File: config.mk
export PLATFORM = sky130hd
export DESIGN_NAME = acc_alu
export DESIGN_NICKNAME = d
export VERILOG_FILES = /design/src/rtl/acc_alu_pkg.sv /design/src/rtl/alu_addsub.sv /design/src/rtl/alu_rotdaa.sv /design/src/rtl/acc_alu.sv
export SDC_FILE = /design/constraint.sdc
export NUM_CORES = 1
export LEC_CHECK = 0
export BUFFER_PORTS_ARGS = -buffer_cell sky130_fd_sc_hd__buf_2
export CORE_ASPECT_RATIO = 0.75
export CORE_MARGIN = 1.5
export CORE_UTILIZATION = 51
export CTS_CLUSTER_DIAMETER = 100
export DETAILED_ROUTE_END_ITERATION = 6
export PLACE_DENSITY = 0.75
export SYNTH_ARGS = -nofsm -noshare
export SYNTH_HDL_FRONTEND = slang
export SYNTH_SLANG_ARGS = --single-unit
File: constraint.sdc
create_clock -name clk -period 6 [get_ports clk]
set_clock_uncertainty 0.05 [all_clocks]
set_input_delay 0.3 -clock clk [delete_from_list [all_inputs] [get_ports clk]]
set_output_delay 0.3 -clock clk [all_outputs]
set_load 0.01 [all_outputs]
File: src/rtl/acc_alu_pkg.sv
package acc_alu_pkg;
  typedef enum logic [4:0] {
    OP_ADD = 5'd0,  OP_ADC = 5'd1,  OP_SUB = 5'd2,  OP_SBB = 5'd3,
    OP_AND = 5'd4,  OP_XOR = 5'd5,  OP_OR  = 5'd6,  OP_CMP = 5'd7,
    OP_INC = 5'd8,  OP_DEC = 5'd9,  OP_RLC = 5'd10, OP_RRC = 5'd11,
    OP_RAL = 5'd12, OP_RAR = 5'd13, OP_CMA = 5'd14, OP_CMC = 5'd15,
    OP_STC = 5'd16, OP_DAA = 5'd17
  } alu_op_e;

  localparam int FLW = 5;
  localparam int FC  = 0;
  localparam int FP  = 1;
  localparam int FA  = 2;
  localparam int FZ  = 3;
  localparam int FS  = 4;
endpackage

File: src/rtl/alu_addsub.sv
module alu_addsub #(
  parameter int DW = 8
) (
  input  logic [DW-1:0] x,
  input  logic [DW-1:0] y,
  input  logic          cin,
  input  logic          sub,
  output logic [DW-1:0] sum,
  output logic          cout,
  output logic          hcout
);
  localparam int NW = DW / 2;

  logic [DW:0] full;
  logic [NW:0] half;

  always_comb begin
    if (sub) begin
      full = {1'b0, x} - {1'b0, y} - {{DW{1'b0}}, cin};
      half = {1'b0, x[NW-1:0]} - {1'b0, y[NW-1:0]} - {{NW{1'b0}}, cin};
    end else begin
      full = {1'b0, x} + {1'b0, y} + {{DW{1'b0}}, cin};
      half = {1'b0, x[NW-1:0]} + {1'b0, y[NW-1:0]} + {{NW{1'b0}}, cin};
    end
  end

  assign sum   = full[DW-1:0];
  assign cout  = full[DW];
  assign hcout = half[NW];
endmodule

File: src/rtl/alu_rotdaa.sv
module alu_rotdaa #(
  parameter int DW = 8
) (
  input  logic [DW-1:0] a,
  input  logic          cin,
  input  logic          acin,
  input  logic [1:0]    rmode,
  output logic [DW-1:0] rot_res,
  output logic          rot_c,
  output logic [DW-1:0] daa_res,
  output logic          daa_c,
  output logic          daa_ac
);
  localparam int NW = DW / 2;
  localparam logic [NW-1:0] NIB_MAX = NW'(9);
  localparam logic [NW:0]   LO_ADJ  = (NW+1)'(6);
  localparam logic [DW:0]   BYTE_LO = (DW+1)'(6);
  localparam logic [DW:0]   BYTE_HI = BYTE_LO << NW;

  // rotate unit: mode 0 left circular, 1 right circular, 2 left via C, 3 right via C
  always_comb begin
    unique case (rmode)
      2'd0: begin rot_res = {a[DW-2:0], a[DW-1]}; rot_c = a[DW-1]; end
      2'd1: begin rot_res = {a[0], a[DW-1:1]};    rot_c = a[0];    end
      2'd2: begin rot_res = {a[DW-2:0], cin};     rot_c = a[DW-1]; end
      default: begin rot_res = {cin, a[DW-1:1]};  rot_c = a[0];    end
    endcase
  end

  // decimal adjust: low correction first, high correction on the intermediate
  logic          lo_fix, hi_fix;
  logic [NW:0]   lo_sum;
  logic [DW:0]   step1;

  always_comb begin
    lo_fix  = (a[NW-1:0] > NIB_MAX) | acin;
    lo_sum  = {1'b0, a[NW-1:0]} + LO_ADJ;
    step1   = {1'b0, a} + (lo_fix ? BYTE_LO : '0);
    hi_fix  = step1[DW] | (step1[DW-1:NW] > NIB_MAX) | cin;
    daa_res = step1[DW-1:0] + (hi_fix ? BYTE_HI[DW-1:0] : '0);
    daa_c   = hi_fix;
    daa_ac  = lo_fix & lo_sum[NW];
  end
endmodule

File: src/rtl/acc_alu.sv
module acc_alu
  import acc_alu_pkg::*;
#(
  parameter int DW = 8
) (
  input  logic          clk,
  input  logic          rst,
  input  logic          en,
  input  logic [4:0]    op,
  input  logic [DW-1:0] acc_in,
  input  logic [DW-1:0] opnd,
  input  logic [4:0]    flags_in,
  output logic [DW-1:0] res_out,
  output logic [4:0]    flags_out,
  output logic          res_vld
);
  localparam int NW = DW / 2;

  alu_op_e op_e;
  assign op_e = alu_op_e'(op);

  // shared adder operand selection
  logic          on_opnd, use_cin, is_sub;
  logic [DW-1:0] ax, ay, asum;
  logic          acin, acout, ahc;

  always_comb begin
    on_opnd = (op_e == OP_INC) || (op_e == OP_DEC);
    use_cin = (op_e == OP_ADC) || (op_e == OP_SBB);
    is_sub  = (op_e == OP_SUB) || (op_e == OP_SBB) || (op_e == OP_CMP) || (op_e == OP_DEC);
    ax      = on_opnd ? opnd : acc_in;
    ay      = on_opnd ? '0   : opnd;
    acin    = on_opnd ? 1'b1 : (use_cin & flags_in[FC]);
  end

  alu_addsub #(.DW(DW)) u_addsub (
    .x(ax), .y(ay), .cin(acin), .sub(is_sub),
    .sum(asum), .cout(acout), .hcout(ahc)
  );

  logic [1:0]    rmode;
  logic [DW-1:0] rot_res, daa_res;
  logic          rot_c, daa_c, daa_ac;

  always_comb begin
    unique case (op_e)
      OP_RRC:  rmode = 2'd1;
      OP_RAL:  rmode = 2'd2;
      OP_RAR:  rmode = 2'd3;
      default: rmode = 2'd0;
    endcase
  end

  alu_rotdaa #(.DW(DW)) u_rotdaa (
    .a(acc_in), .cin(flags_in[FC]), .acin(flags_in[FA]), .rmode(rmode),
    .rot_res(rot_res), .rot_c(rot_c),
    .daa_res(daa_res), .daa_c(daa_c), .daa_ac(daa_ac)
  );

  // result and flag selection
  logic [DW-1:0]  nres, zsp_src;
  logic [FLW-1:0] nflg;
  logic           upd_zsp;

  always_comb begin
    nres    = acc_in;
    nflg    = flags_in;
    upd_zsp = 1'b0;
    zsp_src = asum;
    case (op_e)
      OP_ADD, OP_ADC, OP_SUB, OP_SBB: begin
        nres = asum; nflg[FC] = acout; nflg[FA] = ahc; upd_zsp = 1'b1;
      end
      OP_CMP: begin
        nflg[FC] = acout; nflg[FA] = ahc; upd_zsp = 1'b1;
      end
      OP_INC, OP_DEC: begin
        nres = asum; nflg[FA] = ahc; upd_zsp = 1'b1;
      end
      OP_AND: begin
        nres = acc_in & opnd; nflg[FC] = 1'b0;
        nflg[FA] = acc_in[NW-1] | opnd[NW-1];
        zsp_src = nres; upd_zsp = 1'b1;
      end
      OP_XOR, OP_OR: begin
        nres = (op_e == OP_XOR) ? (acc_in ^ opnd) : (acc_in | opnd);
        nflg[FC] = 1'b0; nflg[FA] = 1'b0;
        zsp_src = nres; upd_zsp = 1'b1;
      end
      OP_RLC, OP_RRC, OP_RAL, OP_RAR: begin
        nres = rot_res; nflg[FC] = rot_c;
      end
      OP_CMA: nres = ~acc_in;
      OP_CMC: nflg[FC] = ~flags_in[FC];
      OP_STC: nflg[FC] = 1'b1;
      OP_DAA: begin
        nres = daa_res; nflg[FC] = daa_c; nflg[FA] = daa_ac;
        zsp_src = daa_res; upd_zsp = 1'b1;
      end
      default: ;
    endcase
    if (upd_zsp) begin
      nflg[FZ] = (zsp_src == '0);
      nflg[FS] = zsp_src[DW-1];
      nflg[FP] = ~(^zsp_src);
    end
  end

  // output register stage
  always_ff @(posedge clk) begin
    if (rst) begin
      res_out   <= '0;
      flags_out <= '0;
      res_vld   <= 1'b0;
    end else begin
      res_vld <= en;
      if (en) begin
        res_out   <= nres;
        flags_out <= nflg;
      end
    end
  end

  // assertions
  p_hold_when_idle_r2: assert property (@(posedge clk) disable iff (rst)
    !en |=> ($stable(res_out) && $stable(flags_out) && !res_vld));

  p_incdec_keep_carry_r6: assert property (@(posedge clk) disable iff (rst)
    (en && (op == 5'd8 || op == 5'd9)) |=> (flags_out[FC] == $past(flags_in[FC])));

  p_cmp_keeps_acc_r5: assert property (@(posedge clk) disable iff (rst)
    (en && op == 5'd7) |=> (res_out == $past(acc_in)));

  p_rotate_only_carry_r10: assert property (@(posedge clk) disable iff (rst)
    (en && op >= 5'd10 && op <= 5'd13) |=> (flags_out[FLW-1:1] == $past(flags_in[FLW-1:1])));

  p_set_carry_r11: assert property (@(posedge clk) disable iff (rst)
    (en && op == 5'd16) |=> flags_out[FC]);

  p_xor_or_clear_r8: assert property (@(posedge clk) disable iff (rst)
    (en && (op == 5'd5 || op == 5'd6)) |=> (!flags_out[FC] && !flags_out[FA]));

  p_unused_passthru_r13: assert property (@(posedge clk) disable iff (rst)
    (en && op >= 5'd18) |=> (res_out == $past(acc_in) && flags_out == $past(flags_in)));
endmodule

==> flow_summary_export.csv, run 1 <==
group,metric,value,unit
outcome,status,"completed",
global_routing,grt_pass1_wl,15.7,mm
clock_network,cts_setup_buffers,0,
power_and_ir_drop,p_sw,0.242,mW
clock_network,cts-resized-gates,0,
detailed_routing,via_per_inst,6.33,
clock_network,clk_pin_slew_worst_paths,50,ps
global_routing,grt_overflow,0,
yosys,synth_cells,427,
clock_network,htreeDepth,1,
flow_run,maxCapViolations,0,
final_layout,fin_nets,531,
yosys,synth_edf_count,0,
detailed_routing,first_pass_iters,7,
clock_network,cts_tree,"done",
power_and_ir_drop,seqPwrFrac,0.198,
yosys,async_reset_ff_frac,0,
power_and_ir_drop,p_clk_frac,0.140,
global_routing,grt_start_max_net_pins,29,
setup_path,cp.arrival,4780,ps
yosys,ys_ff_latch,14,
floorplan,std_cell_rows,24,
final_layout,diodes,0,
sta,final-setup-viol-count,0,
yosys,yosysWarnings,0,
setup_path,r2r-start,"flags_out[0]$_SDFFE_PP0P_",
power_and_ir_drop,ir_worst_vdd,0.0812,mV
setup_path,path_max_fanout,11,
clock_network,root_buffer,"clkbuf_8",
sta,relSlewSlack,0.239,
floorplan,die_y,71.6,um
yosys,syn_area_per_cell,7.49,um2
setup_path,reg2reg_slack,4990,ps
power_and_ir_drop,power_frac_comb,0.662,
final_layout,drive_above_1_share,0.155,
sta,timing.fmax,212,MHz
global_routing,antenna_found_initial,0,
yosys,syn_nets,504,
detailed_routing,dr_total_vias,3357,
final_layout,final_util,0.581,
clock_network,clk_latency,240,ps
power_and_ir_drop,powerDensity,155,mW/mm2
global_routing,grt_pass1_vias,2991,
floorplan,die_w,94.4,um
detailed_routing,drt-wirelength-per-cell,18.4,um
detailed_routing,drt-total-wl,9.76,mm
clock_network,clockBufferDepth,2,
final_layout,finalNonFillerCells,530,
detailed_routing,drc,0,
detailed_routing,drt_iter0_markers,339,
place,io_buffers,42,
yosys,ys_seq_area_frac,0.0877,
sta,tightest_slew,1130,ps
setup_path,crit_start,"acc_in[3]",
setup_path,worstPathRequired,6060,ps
place,gp_congestion,0.937,
setup_path,worstSetupPathType,"input pin to flip-flop",
global_routing,grt_usage,0.298,
setup_path,end_kind,"flip-flop",
final_layout,areaGrowthSynthToFinish,7.98,%
sta,rsz0062_at_grt,"false",
clock_network,cts.sinks,14,
power_and_ir_drop,switching_share,0.452,
yosys,ys_types,75,
sta,fin_tns_setup,0,ps
floorplan,dieArea,0.00676,mm2
setup_path,startpoint_type,"input pin",
min_path,hold_path.class,"input pin to flip-flop",
floorplan,start_util,0.538,
yosys,yosys_most_used_dff,"dfxtp_1",
floorplan,io_pins,43,
sta,final-hold-violation-count,0,
sta,period_needed,4720,ps
detailed_routing,ant_nets,0,
sta,slew_viol_final,0,
final_layout,final_common_cell,"nor2_1",
power_and_ir_drop,power,0.535,mW
clock_network,hold_buffers,0,
place,dp_hpwl,7.93,mm
floorplan,core,0.00595,mm2
yosys,netlist_area,0.00320,mm2
power_and_ir_drop,p_int,0.293,mW
final_layout,final_cell_mix,"49 x nor2_1, 43 x inv_1, 42 x ha_1, 42 x buf_2, 22 x a21oi_1",
min_path,hold_path.startpoint,"flags_in[1]",
clock_network,cts_buffers,3,
place,placed_cells,527,
power_and_ir_drop,leakage,1.60,nW
sta,fin_crit_sh,0.787,
==> layout make-up <==
type	instances	area (um2)
sequential	14	280
fill	592	2490
timing repair buffer	43	218
clock buffer	3	41.3
inverter	45	169
tap	78	97.6
multi-input combinational	347	2650
==> path summary, 6_finish.rpt <==
kind                                     to  cells past startpoint
hold reg to reg     res_out[1]$_SDFFE_PP0P_                      2
setup / recovery  flags_out[1]$_SDFFE_PP0P_                     20
hold / removal    flags_out[1]$_SDFFE_PP0P_                      3
setup reg to reg  flags_out[0]$_SDFFE_PP0P_                      4
==> per-stage QoR <==
stage | area [um2] | setup WS, ps | hold slack [ps]
after floorplan | 3200 | 1640 | 421
after global placement | 3410 | 1170 | 413
after detailed placement | 3410 | 1060 | 422
after CTS | 3450 | 1310 | 339
after global routing | 3450 | 984 | 358
final | 3450 | 1280 | 341
==> cell families (layout without fill, tap and decap cells) <==
group,Yosys count,count (layout),synth area share
adder cells (fa/ha/maj),48,48,0.202
flip-flops,14,14,0.0877
multiplexers,16,16,0.0524
AO/OA/AOI/OAI,138,138,0.316
XOR/XNOR,20,20,0.0548
buffers and inverters,66,91,0.0845
AND/OR/NAND/NOR,125,125,0.203
==> power by group through the flow <==
| stage | Clock [mW] | Combinational, mW | Sequential [mW] |
|---|---|---|---|
| 2_1_floorplan | 0 | 0.253 | 0.112 |
| 3_3_place_gp | 0 | 0.342 | 0.108 |
| 6_report | 0.0749 | 0.354 | 0.106 |
| 3_5_place_dp | 0 | 0.347 | 0.108 |
| 5_1_grt | 0.0812 | 0.389 | 0.107 |
| 4_1_cts | 0.0770 | 0.349 | 0.106 |
==> critical path: stages <==
cell and delay (ps):
buf_2 220, o21ai_0 170, nand2b_1 160, ha_1 220, inv_1 70, fa_1 450
or4_1 520, a221o_1 410, ha_1 220, fa_1 370, xor2_1 160, xnor2_1 220
a22o_1 290, nor2_1 80, ha_1 300, xnor2_1 190, xnor2_1 140, nor2_1 60
a21oi_1 140, a211oi_1 80
==> sequential cells by signal, indices dropped and copies added, names as in the netlist <==
name       count
res_out        8
flags_out      5
res_vld        1
==> cell usage after synthesis, types with 3 or more instances <==
cell type   n  area, um2
nor2_1     49        184
inv_1      43        161
ha_1       42        526
a21oi_1    22        110
o21ai_0    21        105
nand2_1    20       75.1
dfxtp_1    14        280
xnor2_1    14        123
mux2i_1    13        130
nand2b_1   13       81.3
a211oi_1   11       82.6
a21o_1     10       75.1
nor3_1     10       50.1
buf_2       9       45.0
clkbuf_1    8       30.0
o21ai_1     7       35.0
o22ai_1     7       43.8
fa_1        6        120
xor2_1      6       52.6
a211o_1     5       43.8
a22oi_1     4       30.0
a31oi_1     4       25.0
o21bai_1    4       30.0
o221ai_1    4       35.0
a31o_2      3       26.3
nand3_1     3       15.0
nor2b_1     3       18.8
o21a_1      3       22.5
o32ai_1     3       26.3
or2_2       3       18.8
==> metal layers <==
metal | global-route usage | part of all wire
met2 | 0.455 | 0.42
met5 | 0 | 0
met3 | 0.0276 | 0.096
met4 | 0.0564 | 0.013
met1 | 0.454 | 0.47
Note: power is estimated with default switching activity, not from simulation.
==> run 2, diff against run 1 <==
clock period = 4.4 ns   (was 6 ns; I/O delays follow)
==> run 2 against run 1 <==
Non-clock buffer count up 17. Sequential power up 37%. Worst hold slack worse by 87 ps. Clock power up 63%. Cell area up 4.7%. First-iteration DRC count up 3.5%. Global-route usage up 0.50 points. Register-to-register slack worse by 1600 ps. Sequential share of layout area down 0.37 points. Core utilization up 2.8 points.
==> flow_summary_export.csv, run 2 (same netlist as run 1, synthesis figures left out) <==
group,metric,value,unit
floorplan,std_cell_rows,24,
sta,whs,254,ps
place,place_area,0.00354,mm2
power_and_ir_drop,leakage,1.70,nW
clock_network,cts.sinks,14,
place,io_buffers,42,
setup_path,cp.arrival,4330,ps
sta,final-hold-violation-count,0,
final_layout,seq_area,280,um2
final_layout,areaGrowthSynthToFinish,13.1,%
global_routing,antenna_found_initial,0,
setup_path,path_max_fanout,3,
global_routing,grt_usage,0.303,
setup_path,crit_path_max_incr_delay,520,ps
final_layout,final_cell_mix,"49 x nor2_1, 43 x inv_1, 42 x buf_2",
min_path,hold_path.class,"input pin to flip-flop",
sta,slew_viol_final,0,
setup_path,worstPathRequired,4510,ps
detailed_routing,drc,0,
sta,period_needed,4220,ps
place,dp_slack,6.87,ps
detailed_routing,first_pass_iters,5,
clock_network,hold_buffers,0,
global_routing,grt_pass1_wl,15.9,mm
final_layout,multi_input_area,0.00266,mm2
flow_run,maxCapViolations,0,
final_layout,n_fill_cell,571,
clock_network,cts_buffers,3,
final_layout,drive_above_1_share,0.191,
detailed_routing,drt-total-wl,10.1,mm
final_layout,top_register,"res_out",
sta,fin_tns_setup,0,ps
sta,timing.fmax,237,MHz
clock_network,root_buffer,"clkbuf_8",
clock_network,clk_latency,240,ps
outcome,status,"completed",
detailed_routing,ant_nets,0,
sta,final-setup-viol-count,0,
final_layout,fin_nets,548,
floorplan,core,0.00595,mm2
detailed_routing,dr_total_vias,3451,
power_and_ir_drop,powerDensity,217,mW/mm2
power_and_ir_drop,power,0.785,mW
clock_network,clockBufferDepth,2,
floorplan,die_w,94.4,um
global_routing,grt_overflow,0,
setup_path,crit_chain,"buf_2 -> o21ai_1 -> nand2b_1 -> ha_2 -> inv_1 -> fa_1 -> or4_1 -> a221o_1 -> ha_1 -> fa_1 -> xor2_1 -> xnor2_1 -> a22o_1 -> nor2_1 -> ha_1 -> xnor2_2 -> xnor2_1 -> nor2_1 -> a21oi_1 -> a211oi_1",
final_layout,diodes,0,
detailed_routing,via_per_inst,6.30,
place,gp_congestion,1.02,
final_layout,stdcell_area,0.00362,mm2
detailed_routing,drt-wirelength-per-cell,18.4,um
setup_path,worstSetupPathType,"input pin to flip-flop",
place,placed_cells,543,
detailed_routing,drt_iter0_markers,351,
clock_network,htreeDepth,1,
final_layout,top_regs,"res_out: 8 flops, flags_out: 5 flops, res_vld: 1 flops",
floorplan,dieArea,0.00676,mm2
sta,fin_crit_sh,0.958,
floorplan,die_y,71.6,um
final_layout,finalNonFillerCells,548,
sta,tightest_slew,1100,ps
final_layout,final_util,0.608,
final_layout,final_common_cell,"nor2_1",
sta,relSlewSlack,0.259,
setup_path,critical_path_buf_inv_count,2,
final_layout,largest_reg_flops,8,
clock_network,cts_tree,"done",
clock_network,clk_pin_slew_worst_paths,60,ps
floorplan,io_pins,43,
setup_path,critPathTopFamily,"adder cells",
global_routing,grt_start_max_net_pins,28,
setup_path,cpMaxStageDelayCell,"or4_1",
global_routing,grt_pass1_vias,3078,
setup_path,end_kind,"flip-flop",
setup_path,startpoint_type,"input pin",
power_and_ir_drop,ir_worst_vdd,0.0807,mV
sta,worst_slack,184,ps
floorplan,start_util,0.538,
place,dp_hpwl,8.12,mm
-- run 2: what timing repair did --
item	in CTS	in global routing
setup buffers	0	1
resized for setup	0	3
endpoints found under the setup margin	0	1
-- run 2: routing by layer --
layer,part of all wire,GRT usage,wire length [um],vias to the layer above
li1,-,-,-,1635
met1,0.47,0.469,4750,1592
met2,0.40,0.435,4040,200
met3,0.096,0.0297,969,24
met4,0.030,0.0929,298,0
met5,0,0,0,-
-- run 2: report_power, final --
part           internal [mW]  switching, mW  total [mW]
clock network         0.0791         0.0426       0.122
logic                  0.224          0.295       0.518
registers              0.139        0.00571       0.145
total                  0.442          0.343       0.785
-- run 2: layout make-up --
type / count / area share
Multi-Input combinational cell: 347 / 0.735
Timing Repair Buffer: 60 / 0.0990
Sequential cell: 14 / 0.0775
Inverter: 45 / 0.0467
Tap cell: 78 / 0.0270
Clock buffer: 4 / 0.0152
-- run 2: worst paths after layout --
check,from,endpoint,slack [ps],cells after the start
worst max-delay path,acc_in[1],flags_out[1]$_SDFFE_PP0P_,180,20
worst max register to register,flags_out[0]$_SDFFE_PP0P_,flags_out[0]$_SDFFE_PP0P_,3350,4
worst min-delay path,flags_in[3],flags_out[3]$_SDFFE_PP0P_,250,3
worst min register to register,res_out[2]$_SDFFE_PP0P_,res_out[2]$_SDFFE_PP0P_,430,2
-- run 2: worst reg2reg max path: stages, from the launching register on --
cell and delay, ps:
dfxtp_1 330, nor2_1 50, a211oi_1 290, o21ai_0 140, o21ai_1 130
==> run 3, diff against run 2 <==
CORE_UTILIZATION = 55   (was 51)
PLACE_DENSITY = 0.8   (was 0.75)
clock period = 4 ns   (was 4.4 ns; I/O delays follow)
==> run 3 against run 2 <==
The run now ends with setup timing left. Cell area is 9.9% higher. First-iteration DRC count increased by 52%. Global-route usage up 3.7 points. Sequential power grew 9.7%. Power grew 18%. Setup slack worse by 260 ps. Register-to-register slack got worse by 400 ps. Cell count increased by 6.9%. Critical path depth unchanged. Combinational power increased by 26%. Non-clock buffer count increased by 42. Largest cell class unchanged.
==> flow_summary_export.csv, run 3 (same netlist as run 1, synthesis figures left out) <==
group,metric,value,unit
clock_network,htreeDepth,1,
setup_path,worstSetupPathType,"input pin to flip-flop",
final_layout,drive_above_1_share,0.272,
floorplan,std_cell_rows,23,
final_layout,seq_area,280,um2
floorplan,die_w,91.0,um
power_and_ir_drop,leakage,1.90,nW
final_layout,n_fill_cell,445,
power_and_ir_drop,ir_worst_vdd,0.0943,mV
detailed_routing,drc,0,
sta,whs,249,ps
clock_network,clockBufferDepth,2,
global_routing,grt_overflow,0,
clock_network,hold_buffers,0,
detailed_routing,via_per_inst,6.35,
detailed_routing,drt-total-wl,11.2,mm
final_layout,largest_reg_flops,8,
floorplan,start_util,0.585,
outcome,status,"complete, but fails checks",
floorplan,io_pins,43,
final_layout,diodes,0,
final_layout,areaGrowthSynthToFinish,24.3,%
sta,fin_tns_setup,-72.5,ps
sta,rsz0062_at_grt,"true",
setup_path,critPathTopFamily,"adder cells",
global_routing,grt_start_max_net_pins,28,
place,dp_hpwl,8.89,mm
setup_path,critical_path_buf_inv_count,2,
final_layout,final_common_cell,"buf_4",
floorplan,core,0.00547,mm2
setup_path,reg2reg_slack,2950,ps
clock_network,cts.sinks,14,
final_layout,multi_input_area,0.00270,mm2
detailed_routing,dr_total_vias,3724,
sta,final-setup-viol-count,1,
setup_path,cp.arrival,4180,ps
min_path,hold_depth,3,
setup_path,worstPathRequired,4100,ps
final_layout,top_regs,"res_out: 8 flops, flags_out: 5 flops, res_vld: 1 flops",
sta,tightest_slew,866,ps
detailed_routing,top_layer,"met4",
global_routing,grt_pass1_vias,3378,
setup_path,crit_chain,"buf_4 -> o21ai_4 -> nand2b_1 -> ha_2 -> inv_2 -> fa_2 -> or4_1 -> a221o_1 -> ha_2 -> fa_2 -> xor2_2 -> xnor2_1 -> a22o_1 -> nor2_1 -> ha_1 -> xnor2_2 -> xnor2_1 -> nor2_1 -> a21oi_1 -> a211oi_1",
detailed_routing,first_pass_iters,6,
place,gp_congestion,1.00,
sta,final-hold-violation-count,0,
clock_network,clk_pin_slew_worst_paths,50,ps
detailed_routing,drt_iter0_markers,535,
sta,fin_crit_sh,1.02,
setup_path,rr_endpoint,"flags_out[0]$_SDFFE_PP0P_",
final_layout,fin_nets,590,
detailed_routing,ant_nets,0,
setup_path,startpoint_type,"input pin",
sta,worst_slack,-72.5,ps
power_and_ir_drop,powerDensity,233,mW/mm2
setup_path,reg2regPathDepth,4,
sta,slew_viol_final,0,
flow_run,maxCapViolations,0,
clock_network,root_buffer,"clkbuf_8",
clock_network,cts_tree,"done",
clock_network,clk_latency,240,ps
setup_path,cpMaxStageDelayCell,"or4_1",
setup_path,path_max_fanout,3,
min_path,hold_path.class,"input pin to flip-flop",
detailed_routing,wl_met3,1.22,mm
sta,relSlewSlack,0.423,
power_and_ir_drop,power,0.924,mW
final_layout,top_register,"res_out",
setup_path,end_kind,"flip-flop",
final_layout,final_util,0.727,
min_path,hold_path.startpoint,"flags_in[3]",
place,io_buffers,42,
global_routing,grt_usage,0.340,
clock_network,cts_buffers,3,
sta,period_needed,4070,ps
global_routing,antenna_found_initial,0,
floorplan,dieArea,0.00628,mm2
sta,timing.fmax,246,MHz
final_layout,finalNonFillerCells,586,
detailed_routing,drt-wirelength-per-cell,19.0,um
setup_path,crit_path_max_incr_delay,510,ps
floorplan,die_y,69.0,um
outcome,violations,"setup timing",
global_routing,grt_pass1_wl,17.1,mm
final_layout,final_cell_mix,"59 x buf_4, 49 x nor2_1, 41 x inv_1",
place,placed_cells,577,
min_path,hold_end,"flags_out[3]$_SDFFE_PP0P_",
setup_path,r2r-start,"flags_out[0]$_SDFFE_PP0P_",
detailed_routing,wl_met1,4.78,mm
detailed_routing,dr_wl_met2,4.85,mm
run 3: metal layers:
layer,global-route usage,vias to the layer above
met2,0.525,257
met3,0.0364,34
li1,-,1716
met1,0.494,1717
met5,0,-
met4,0.102,0
run 3: final cells by class:
cell class	count	share of cell area
multi-input combinational	347	0.678
inverter	45	0.0431
timing repair buffer	102	0.174
tap	75	0.0236
sequential	14	0.0705
clock buffer	3	0.0104
run 3: tightest hold or removal path: cells and delay by family:
family | cells | cell delay, ps
compound gates | 2 | 190
buf+inv | 1 | 100
run 3: per-stage QoR:
step                      area, um2  setup WS [ps]
final                          3980          -72.5
after global routing           3980           -200
after CTS                      3870           26.3
after detailed placement       3820           -271
after global placement         3820           -137
after floorplan                3220           12.1
run 3: power breakdown:
| part | switching (mW) | internal, mW | leakage [nW] |
|---|---|---|---|
| Sequential | 0.00624 | 0.153 | 0.116 |
| Clock | 0.0452 | 0.0665 | 0.0216 |
| Combinational | 0.349 | 0.305 | 1.77 |
| Total | 0.400 | 0.524 | 1.90 |
run 3: what timing repair did:
action	4_1_cts	5_1_grt
cloned	0	0
endpoints found under the setup margin	1	1
resized for setup	1	17
setup buffers	0	6
pin swaps	1	15
run 3: worst max-delay path by stage:
stage / from / endpoint / slack (ps) / depth (start not counted)
2_1_floorplan: acc_in[3] / flags_out[1]$_SDFFE_PP0P_ / 10 / 20
3_3_place_gp: acc_in[1] / flags_out[1]$_SDFFE_PP0P_ / -140 / 19
3_5_place_dp: acc_in[1] / flags_out[1]$_SDFFE_PP0P_ / -270 / 19
4_1_cts: acc_in[1] / flags_out[1]$_SDFFE_PP0P_ / 30 / 19
5_1_grt: acc_in[2] / flags_out[1]$_SDFFE_PP0P_ / -200 / 21
6_report: acc_in[2] / flags_out[1]$_SDFFE_PP0P_ / -70 / 20
